<file path="src/rtl/sar_adc_pkg.sv">
package sar_adc_pkg;

    localparam int REG_W = 8;

    localparam logic ADDR_CTRL   = 1'b0;
    localparam logic ADDR_RESULT = 1'b1;

    localparam int BIT_IE    = 7;
    localparam int BIT_EOC   = 6;
    localparam int BIT_START = 5;
    localparam int BIT_PWR   = 4;

    typedef struct packed {
        logic ie;
        logic eoc;
        logic pwr;
    } ctrl_t;

    localparam ctrl_t CTRL_RESET = '{ie: 1'b0, eoc: 1'b1, pwr: 1'b0};

endpackage

</file>
<file path="src/rtl/sar_clkdiv.sv">
module sar_clkdiv #(
    parameter int DIV = 12
) (
    input  logic clk,
    input  logic rst_n,
    input  logic run,
    input  logic restart,
    output logic tick
);

    localparam int CNT_W = (DIV > 1) ? $clog2(DIV) : 1;
    localparam logic [CNT_W-1:0] LAST = CNT_W'(DIV - 1);

    typedef struct packed {
        logic [CNT_W-1:0] cnt;
    } div_t;

    div_t s_q, s_d;

    always_comb begin
        s_d = s_q;
        if (restart || !run) begin
            s_d.cnt = '0;
        end else if (s_q.cnt == LAST) begin
            s_d.cnt = '0;
        end else begin
            s_d.cnt = s_q.cnt + 1'b1;
        end
    end

    always_ff @(posedge clk or negedge rst_n) begin
        if (!rst_n) begin
            s_q <= '0;
        end else begin
            s_q <= s_d;
        end
    end

    assign tick = run && !restart && (s_q.cnt == LAST);

    // a period lasts more than one cycle, so ticks never come back to back
    p_tick_spaced_r4: assert property (@(posedge clk) disable iff (!rst_n)
        tick |=> !tick);

endmodule

</file>
<file path="src/rtl/sar_seq.sv">
module sar_seq #(
    parameter int W = 8
) (
    input  logic         clk,
    input  logic         rst_n,
    input  logic         go,
    input  logic         halt,
    input  logic         tick,
    input  logic         cmp_ge,
    output logic         busy,
    output logic         done,
    output logic [W-1:0] trial,
    output logic [W-1:0] code_out
);

    localparam int IDX_W = (W > 1) ? $clog2(W) : 1;
    localparam logic [IDX_W-1:0] TOP_IDX = IDX_W'(W - 1);
    localparam logic [W-1:0] TOP_CODE = {1'b1, {(W-1){1'b0}}};

    typedef struct packed {
        logic             busy;
        logic [IDX_W-1:0] idx;
        logic [W-1:0]     trial;
    } seq_t;

    seq_t s_q, s_d;
    logic [W-1:0] decided;
    logic [IDX_W-1:0] idx_dn;

    always_comb begin
        decided = s_q.trial;
        if (!cmp_ge) begin
            decided[s_q.idx] = 1'b0;
        end
        idx_dn = s_q.idx - 1'b1;

        s_d = s_q;
        if (halt) begin
            s_d.busy = 1'b0;
        end else if (go) begin
            s_d.busy  = 1'b1;
            s_d.idx   = TOP_IDX;
            s_d.trial = TOP_CODE;
        end else if (s_q.busy && tick) begin
            s_d.trial = decided;
            if (s_q.idx == '0) begin
                s_d.busy = 1'b0;
            end else begin
                s_d.idx = idx_dn;
                s_d.trial[idx_dn] = 1'b1;
            end
        end
    end

    always_ff @(posedge clk or negedge rst_n) begin
        if (!rst_n) begin
            s_q <= '0;
        end else begin
            s_q <= s_d;
        end
    end

    assign busy     = s_q.busy;
    assign trial    = s_q.trial;
    assign done     = s_q.busy && tick && (s_q.idx == '0);
    assign code_out = decided;

    // every accepted start puts the top bit alone on the DAC
    p_msb_first_r4: assert property (@(posedge clk) disable iff (!rst_n)
        (go && !halt) |=> (trial == TOP_CODE) && busy);

    // an idle sequencer leaves the DAC code alone
    p_idle_hold_r10: assert property (@(posedge clk) disable iff (!rst_n)
        (!busy && !go) |=> $stable(trial));

    // leaving busy happens only through completion or a halt
    p_end_cause_r5: assert property (@(posedge clk) disable iff (!rst_n)
        $fell(busy) |-> ($past(done) || $past(halt)));

endmodule

</file>
<file path="src/rtl/sar_regs.sv">
module sar_regs
    import sar_adc_pkg::*;
(
    input  logic             clk,
    input  logic             rst_n,
    input  logic             bus_wr,
    input  logic             bus_addr,
    input  logic [REG_W-1:0] bus_wdata,
    output logic [REG_W-1:0] bus_rdata,
    input  logic             conv_done,
    input  logic [REG_W-1:0] conv_code,
    output logic             start_acc,
    output logic             pwr_drop,
    output logic             eoc,
    output logic             pwr,
    output logic             irq
);

    typedef struct packed {
        ctrl_t            ctrl;
        logic [REG_W-1:0] result;
    } regs_t;

    regs_t s_q, s_d;
    logic  ctrl_wr;
    logic  done_ok;

    always_comb begin
        ctrl_wr   = bus_wr && (bus_addr == ADDR_CTRL);
        start_acc = ctrl_wr && s_q.ctrl.pwr && bus_wdata[BIT_PWR] && bus_wdata[BIT_START];
        pwr_drop  = ctrl_wr && s_q.ctrl.pwr && !bus_wdata[BIT_PWR];
        done_ok   = conv_done && !start_acc && !pwr_drop;

        s_d = s_q;
        if (ctrl_wr) begin
            s_d.ctrl.ie  = bus_wdata[BIT_IE];
            s_d.ctrl.pwr = bus_wdata[BIT_PWR];
        end
        if (start_acc) begin
            s_d.ctrl.eoc = 1'b0;
        end else if (done_ok) begin
            s_d.ctrl.eoc = 1'b1;
            s_d.result   = conv_code;
        end
    end

    always_ff @(posedge clk or negedge rst_n) begin
        if (!rst_n) begin
            s_q.ctrl   <= CTRL_RESET;
            s_q.result <= '0;
        end else begin
            s_q <= s_d;
        end
    end

    always_comb begin
        bus_rdata = '0;
        if (bus_addr == ADDR_RESULT) begin
            bus_rdata = s_q.result;
        end else begin
            bus_rdata[BIT_IE]  = s_q.ctrl.ie;
            bus_rdata[BIT_EOC] = s_q.ctrl.eoc;
            bus_rdata[BIT_PWR] = s_q.ctrl.pwr;
        end
    end

    assign eoc = s_q.ctrl.eoc;
    assign pwr = s_q.ctrl.pwr;
    assign irq = s_q.ctrl.eoc && s_q.ctrl.ie;

    // the result register moves only on a completion
    p_result_hold_r5: assert property (@(posedge clk) disable iff (!rst_n)
        !conv_done |=> $stable(s_q.result));

    // an undisturbed completion raises the flag
    p_done_flag_r5: assert property (@(posedge clk) disable iff (!rst_n)
        (conv_done && !bus_wr) |=> eoc);

    // a start on the finishing edge keeps the flag low
    p_start_wins_r9: assert property (@(posedge clk) disable iff (!rst_n)
        (conv_done && start_acc) |=> !eoc && $stable(s_q.result));

endmodule

</file>
<file path="src/rtl/sar_adc_ctrl.sv">
module sar_adc_ctrl
    import sar_adc_pkg::*;
#(
    parameter int CLK_DIV = 12
) (
    input  logic             clk,
    input  logic             rst_n,
    input  logic             bus_wr,
    input  logic             bus_addr,
    input  logic [REG_W-1:0] bus_wdata,
    output logic [REG_W-1:0] bus_rdata,
    output logic [REG_W-1:0] dac_code,
    input  logic             cmp_ge,
    output logic             adc_pwr,
    output logic             irq
);

    logic             start_acc;
    logic             pwr_drop;
    logic             eoc;
    logic             busy;
    logic             tick;
    logic             conv_done;
    logic [REG_W-1:0] conv_code;

    sar_regs u_regs (
        .clk       (clk),
        .rst_n     (rst_n),
        .bus_wr    (bus_wr),
        .bus_addr  (bus_addr),
        .bus_wdata (bus_wdata),
        .bus_rdata (bus_rdata),
        .conv_done (conv_done),
        .conv_code (conv_code),
        .start_acc (start_acc),
        .pwr_drop  (pwr_drop),
        .eoc       (eoc),
        .pwr       (adc_pwr),
        .irq       (irq)
    );

    sar_clkdiv #(.DIV(CLK_DIV)) u_div (
        .clk     (clk),
        .rst_n   (rst_n),
        .run     (busy),
        .restart (start_acc),
        .tick    (tick)
    );

    sar_seq #(.W(REG_W)) u_seq (
        .clk      (clk),
        .rst_n    (rst_n),
        .go       (start_acc),
        .halt     (pwr_drop),
        .tick     (tick),
        .cmp_ge   (cmp_ge),
        .busy     (busy),
        .done     (conv_done),
        .trial    (dac_code),
        .code_out (conv_code)
    );

    // an accepted start clears the flag and runs at once
    p_start_clears_r3: assert property (@(posedge clk) disable iff (!rst_n)
        start_acc |=> !eoc && busy);

    // with power off the sequencer is idle
    p_off_idle_r8: assert property (@(posedge clk) disable iff (!rst_n)
        !adc_pwr |-> !busy);

    // the flag stays low while a conversion runs
    p_busy_no_flag_r5: assert property (@(posedge clk) disable iff (!rst_n)
        busy |-> !eoc);

endmodule

</file>
<file path="config.mk">
export PLATFORM = sky130hd
export DESIGN_NAME = sar_adc_ctrl
export DESIGN_NICKNAME = d
export VERILOG_FILES = /design/src/rtl/sar_adc_pkg.sv /design/src/rtl/sar_clkdiv.sv /design/src/rtl/sar_seq.sv /design/src/rtl/sar_regs.sv /design/src/rtl/sar_adc_ctrl.sv
export SDC_FILE = /design/constraint.sdc
export NUM_CORES = 1
export LEC_CHECK = 0
export CAP_MARGIN = 20
export CORE_MARGIN = 2
export CORE_UTILIZATION = 40
export DETAILED_ROUTE_END_ITERATION = 6
export GPL_TIMING_DRIVEN = 0
export PLACE_DENSITY_LB_ADDON = 0.08
export REMOVE_ABC_BUFFERS = 1
export SLEW_MARGIN = 20
export SYNTH_ARGS = -nofsm -noshare
export SYNTH_HDL_FRONTEND = slang
export SYNTH_HIERARCHICAL = 1
export SYNTH_SLANG_ARGS = --single-unit
</file>
<file path="constraint.sdc">
create_clock -name clk -period 1.8 [get_ports clk]
set_input_delay 0.45 -clock clk [delete_from_list [all_inputs] [get_ports clk]]
set_output_delay 0.45 -clock clk [all_outputs]
set_load 0.01 [all_outputs]
</file>
==> results of run 1 <==
worst paths after layout:
kind	start	end	slack (ps)	depth (start not counted)
max reg2reg	u_div/s_q[0]	u_seq/trial[4]	30	8
max in group asynchronous	rst_n	u_seq/s_q[9]	1180	1
min	rst_n	u_div/s_q[2]	180	1
min in group clk	u_regs/eoc	u_regs/eoc	510	2
max	bus_wr	u_seq/trial[4]	20	10
min reg2reg	u_regs/eoc	u_regs/eoc	510	2
kinds of logic (layout without fill, tap and decap cells):
| kind of cell | count (synthesis) | count (layout) | synth area share |
|---|---|---|---|
| AO/OA/AOI/OAI | 41 | 41 | 0.1968 |
| adder cells (fa/ha/maj) | 3 | 3 | 0.02381 |
| buffers and inverters | 20 | 53 | 0.07460 |
| flip-flops | 27 | 27 | 0.4294 |
| multiplexers | 13 | 13 | 0.09206 |
| AND/OR/NAND/NOR | 52 | 52 | 0.1833 |
registers in the layout, indices dropped and copies added (netlist names):
register,count
u_regs/s_q,9
u_seq/trial,8
u_div/s_q,4
u_seq/s_q,3
u_regs/eoc,1
u_regs/pwr,1
u_seq/busy,1
synthesized netlist by cell type, types with 2 or more instances:
cell type / n
a31oi_1: 2
o21ai_2: 2
nand2_1: 15
mux2_2: 12
o21ai_0: 3
inv_1: 6
o21a_1: 3
nand2b_1: 8
buf_4: 9
ha_1: 3
nor3_1: 3
a21oi_1: 11
nor2_1: 11
o21ai_1: 5
and2_1: 6
clkbuf_1: 2
o22a_1: 2
dfrtp_1: 26
o31a_1: 4
routing by layer:
| metal | vias up | part of all wire |
|---|---|---|
| li1 | 604 | - |
| met1 | 592 | 0.48 |
| met2 | 20 | 0.48 |
| met3 | 2 | 0.038 |
| met4 | 0 | 0.0064 |
| met5 | - | 0 |
what timing repair did:
item,in CTS,in global routing
setup buffers,7,11
pin swaps,8,11
setup endpoints to repair,34,23
resized for setup,36,19
hold buffers,0,0
metrics by stage:
step                      total power, mW  worst slack (ps)  utilization  hold WS, ps  instances
final                               1.310             19.70       0.5667        179.7        237
after detailed placement           0.9167             -1874       0.4818        479.4        216
after global routing                1.386            -79.07       0.5667        214.2        237
after CTS                           1.296            -54.81       0.5343        198.7        227
after floorplan                    0.8119            -626.3            -        154.4        143
after global placement             0.9139             -1859       0.4832        469.2        216
power groups by stage:
| stage | registers, mW | clock network [mW] | logic (mW) |
|---|---|---|---|
| finish | 0.707 | 0.342 | 0.260 |
| global route | 0.714 | 0.387 | 0.285 |
| CTS | 0.695 | 0.359 | 0.242 |
| detailed placement | 0.702 | 0 | 0.215 |
| global placement | 0.700 | 0 | 0.213 |
| floorplan | 0.699 | 0 | 0.113 |
final cells by class:
cell class	count	area, um2
Sequential cell	27	680.7
Multi-Input combinational cell	109	917.1
Tap cell	48	60.06
Timing Repair Buffer	42	372.9
Clock buffer	3	41.29
Clock inverter	1	5.005
Inverter	7	28.78
Fill cell	359	1610
cell usage in the layout (no fill, tap or decap), drive strengths merged, types with 2 or more instances in the layout:
cell type      instances
clkdlybuf4s50         15
or3b                   2
and2                   6
a21boi                 2
o21ai                 11
o21a                   3
nor2                  11
a31oi                  2
a21oi                 13
mux2                  12
dfrtp                 26
o22a                   2
nand2                 15
buf                   19
ha                     3
clkbuf                 4
nor3                   4
inv                    7
dlygate4sd2            6
o31a                   4
nand2b                 8
==> results.cfg, run 1 <==
[worst_setup_path]
cpLargestDelayFamily = simple AND/OR/NAND/NOR gates
max_stage_delay_ps = 270
crit_top_cell = nor3_4
crit_fanout = 4
critPathSlowestCell = dlygate4sd2_1
cp.arrival_ps = 1980
crit_chain = dlygate4sd2_1, nand3b_4, nor2_4, nand2b_4, nor3_4, a21oi_4, nor3_4, buf_4, a21oi_1, o21ai_2
startpoint_type = input port
cp.required_ps = 2000
crit_buf_inv = 2
crit_path_end_kind = register
path_class = input port to register

[power]
comb_power_share = 0.199
swShare = 0.2833
p_leak_nw = 0.9296
power.net_switching_mw = 0.3711
p_clk_frac = 0.261
p_per_area_nw_per_um2 = 622.0
p_int_mw = 0.9387
peakVddDrop_v = 0.0003870
p_seq_frac = 0.540

[worst_hold_path]
min_path_type = input port to async pin

[timing]
post-route-period-util = 0.9891
hold_viol_final = 0
max-slew-margin-rel = 0.5935
setup-violations-final = 0
drv_slew = 0
rsz0062_at_grt = true
worst_slew_pin_slew_ps = 609.8
min_period_ps = 1780
fin_skew_ps = 1.987
max_freq_ghz = 0.5617
tns_ps = 0

[detailed_routing]
wire_per_inst_um = 14.55
vias = 1218
ant_nets = 0
vias_per_cell = 5.139
wl_um = 3448
initialDrtViolationCount = 58
drtPass1Iterations = 4
drcViolationCount = 0

[job]
max_cap_viol_count = 0

[clocking]
clockBufferDepth = 2
clk_latency_ps = 270
clk_pin_slew_ps = 90
cts.root.buffer_cell = clkbuf_8
clock_sinks = 27
cts_buffers = 3
cts_tree = done
cts_max_level = 1

[logic_synthesis]
synth_cells = 156
async_reset_ff_frac = 1.000
synth-main-ff-cell = dfrtp_1
synth.distinct_cells = 42
avgSynthCellArea_um2 = 10.11
seq_area_frac_synth = 0.4294
ys_ff_latch = 27
synth.largest_area_cell = dfrtp_1
synth_warnings = 6
netlist_area_um2 = 1577
synth_edf_count = 0
synthTopCellsByArea = dfrtp_1 41%, mux2_2 8.6%, buf_4 4.3%, nand2_1 3.6%, a21oi_1 3.5%
synth.top_cell.area_share = 0.4127

[grt]
track_usage = 0.1699
grt.met2_usage = 0.2788
grt_busiest_layer = met2
grtUsageMet3 = 0.04392
grtUsageMet1 = 0.2281
gr-total-overflow = 0
antenna_found_initial = 0
grt_pass1_wl_um = 5678
grt_pass1_vias = 1182
grt_max_degree = 28

[status]
status = complete, no violations

[floorplanning]
core_um2 = 3716
num_rows = 22
fp.dieW_um = 66.78
initial_core_util = 0.4242
dieHeight_um = 66.78
io_pins = 31
dieArea_um2 = 4460

[place]
dp_hpwl_um = 2389
port_buffers = 25
post_dp_cell_area_um2 = 1790
place.gp.congestion = 0.7719

[layout]
fin_nets = 206
final_area_um2 = 2106
diodes = 0
syn_to_final_growth_pct = 33.57
drive_above_1_share = 0.4021
Note: power is estimated with default switching activity, not from simulation.
==> run 2: changes to the inputs <==
Settings changed: CAP_MARGIN 20 to default, TNS_END_PERCENT from default to 10.
==> run 2 against run 1 <==
- first-iteration DRC count shrank 31%
- sequential share of layout area up 1.9 points
- fmax decreased by 0.54%
- clock skew about the same
==> results.cfg, run 2 (synthesis results as in run 1) <==
[detailed_routing]
drtPass1Iterations = 4
vias = 1192
wire_per_inst_um = 14.40
wl_um = 3254
initialDrtViolationCount = 40
vias_per_cell = 5.274
ant_nets = 0
drcViolationCount = 0

[grt]
grtUsageMet3 = 0.04392
antenna_found_initial = 0
grt_max_degree = 28
grtUsageMet1 = 0.2270
grt.met2_usage = 0.2738
grt_pass1_wl_um = 5630
grt_pass1_vias = 1172
track_usage = 0.1681
gr-total-overflow = 0
grt_busiest_layer = met2

[timing]
hold_viol_final = 0
max_freq_ghz = 0.5587
rsz0062_at_grt = true
drv_slew = 0
fin_skew_ps = 2.026
post-route-period-util = 0.9944
worst_slack_ps = 10.05
max-slew-margin-rel = 0.5859
min_period_ps = 1790
setup-violations-final = 0
worst_slew_pin_slew_ps = 621.1

[layout]
regMostFlops = u_regs/s_q
drive_above_1_share = 0.3146
largest_reg_flops = 9
final_common_cell = dfrtp_1
diodes = 0
finalNonFillerCells = 226
fin_nets = 195
final_cell_mix = 23 x dfrtp_1, 15 x clkdlybuf4s50_1, 12 x nand2_1, 12 x mux2_2, 10 x a21oi_1
final_area_um2 = 1989
n_fill_cell = 356
syn_to_final_growth_pct = 26.19

[power]
peakVddDrop_v = 0.0004222
p_per_area_nw_per_um2 = 640.9
p_leak_nw = 0.8876

[clocking]
cts_max_level = 1
clk_pin_slew_ps = 90
cts_buffers = 3
clk_latency_ps = 270
cts.root.buffer_cell = clkbuf_8
postCtsHoldBufs = 0
clockBufferDepth = 2
cts_tree = done
clock_sinks = 27

[place]
port_buffers = 25
pre_cts_ws_ps = -1874
place.gp.congestion = 0.7719
post_dp_cell_area_um2 = 1790
dp_hpwl_um = 2389
dp_cells = 216

[job]
max_cap_viol_count = 0

[floorplanning]
dieHeight_um = 66.78
core_um2 = 3716
io_pins = 31
fp.dieW_um = 66.78
dieArea_um2 = 4460
num_rows = 22
initial_core_util = 0.4242

[worst_hold_path]
min_path_type = input port to async pin

[worst_setup_path]
path_class = register to register
worst_r2r_path_depth = 6
cp.arrival_ps = 1970
cp.required_ps = 1980
crit_path_end_kind = register
startpoint_type = register
crit_fanout = 9

[status]
status = complete, no violations
[run 2: power breakdown]
group	switching, mW	total [mW]	internal (mW)
clock	0.187	0.342	0.155
combinational	0.119	0.233	0.114
sequential	0.0498	0.701	0.651
[run 2: worst paths after layout]
check	start	end	slack, ps
max reg2reg	u_seq/s_q[8]	u_seq/trial[7]	10
max in group asynchronous	rst_n	u_seq/s_q[9]	1170
min in group clk	u_regs/eoc	u_regs/eoc	500
min	rst_n	u_div/s_q[1]	190
min reg2reg	u_regs/eoc	u_regs/eoc	500
max	u_seq/s_q[8]	u_seq/trial[7]	10
[run 2: layout make-up]
cell class,count,area [um2],area share
clock buffers,3,41.29,0.02075
clock inverters,1,5.005,0.002516
inverters,7,28.78,0.01447
multi-input cells,109,874.6,0.4396
flip-flops and latches,27,680.7,0.3421
well taps,48,60.06,0.03019
repair buffers,31,299.0,0.1503
[run 2: worst max-delay path, stage by stage, from the launching register on]
cell and delay, ps:
dfrtp_2 500, inv_4 120, ha_2 220, or3b_4 420, a21oi_4 180, a2111oi_4 90
a221oi_2 170
[run 2: what timing repair did]
item | CTS | global route
buffers inserted | 6 | 0
resized for setup | 34 | 8
setup endpoints to repair | 34 | 23
pin swaps | 8 | 2
gates cloned | 0 | 0
[run 2: through the flow]
stage	total power [mW]	setup TNS (ps)	util	hold slack (ps)
after floorplan	0.8119	-10280	-	154.4
after global placement	0.9139	-47640	0.4832	469.2
after detailed placement	0.9167	-43230	0.4818	479.4
after CTS	1.289	-65.50	0.5317	198.7
after global routing	1.351	-470.0	0.5354	208.2
final	1.275	0	0.5354	185.5
[run 2: layer usage]
layer  wire length [um]  vias to the layer above
met2               1561                       28
met5                  0                        -
li1                   -                      583
met3                181                        2
met4                 22                        0
met1               1489                      579
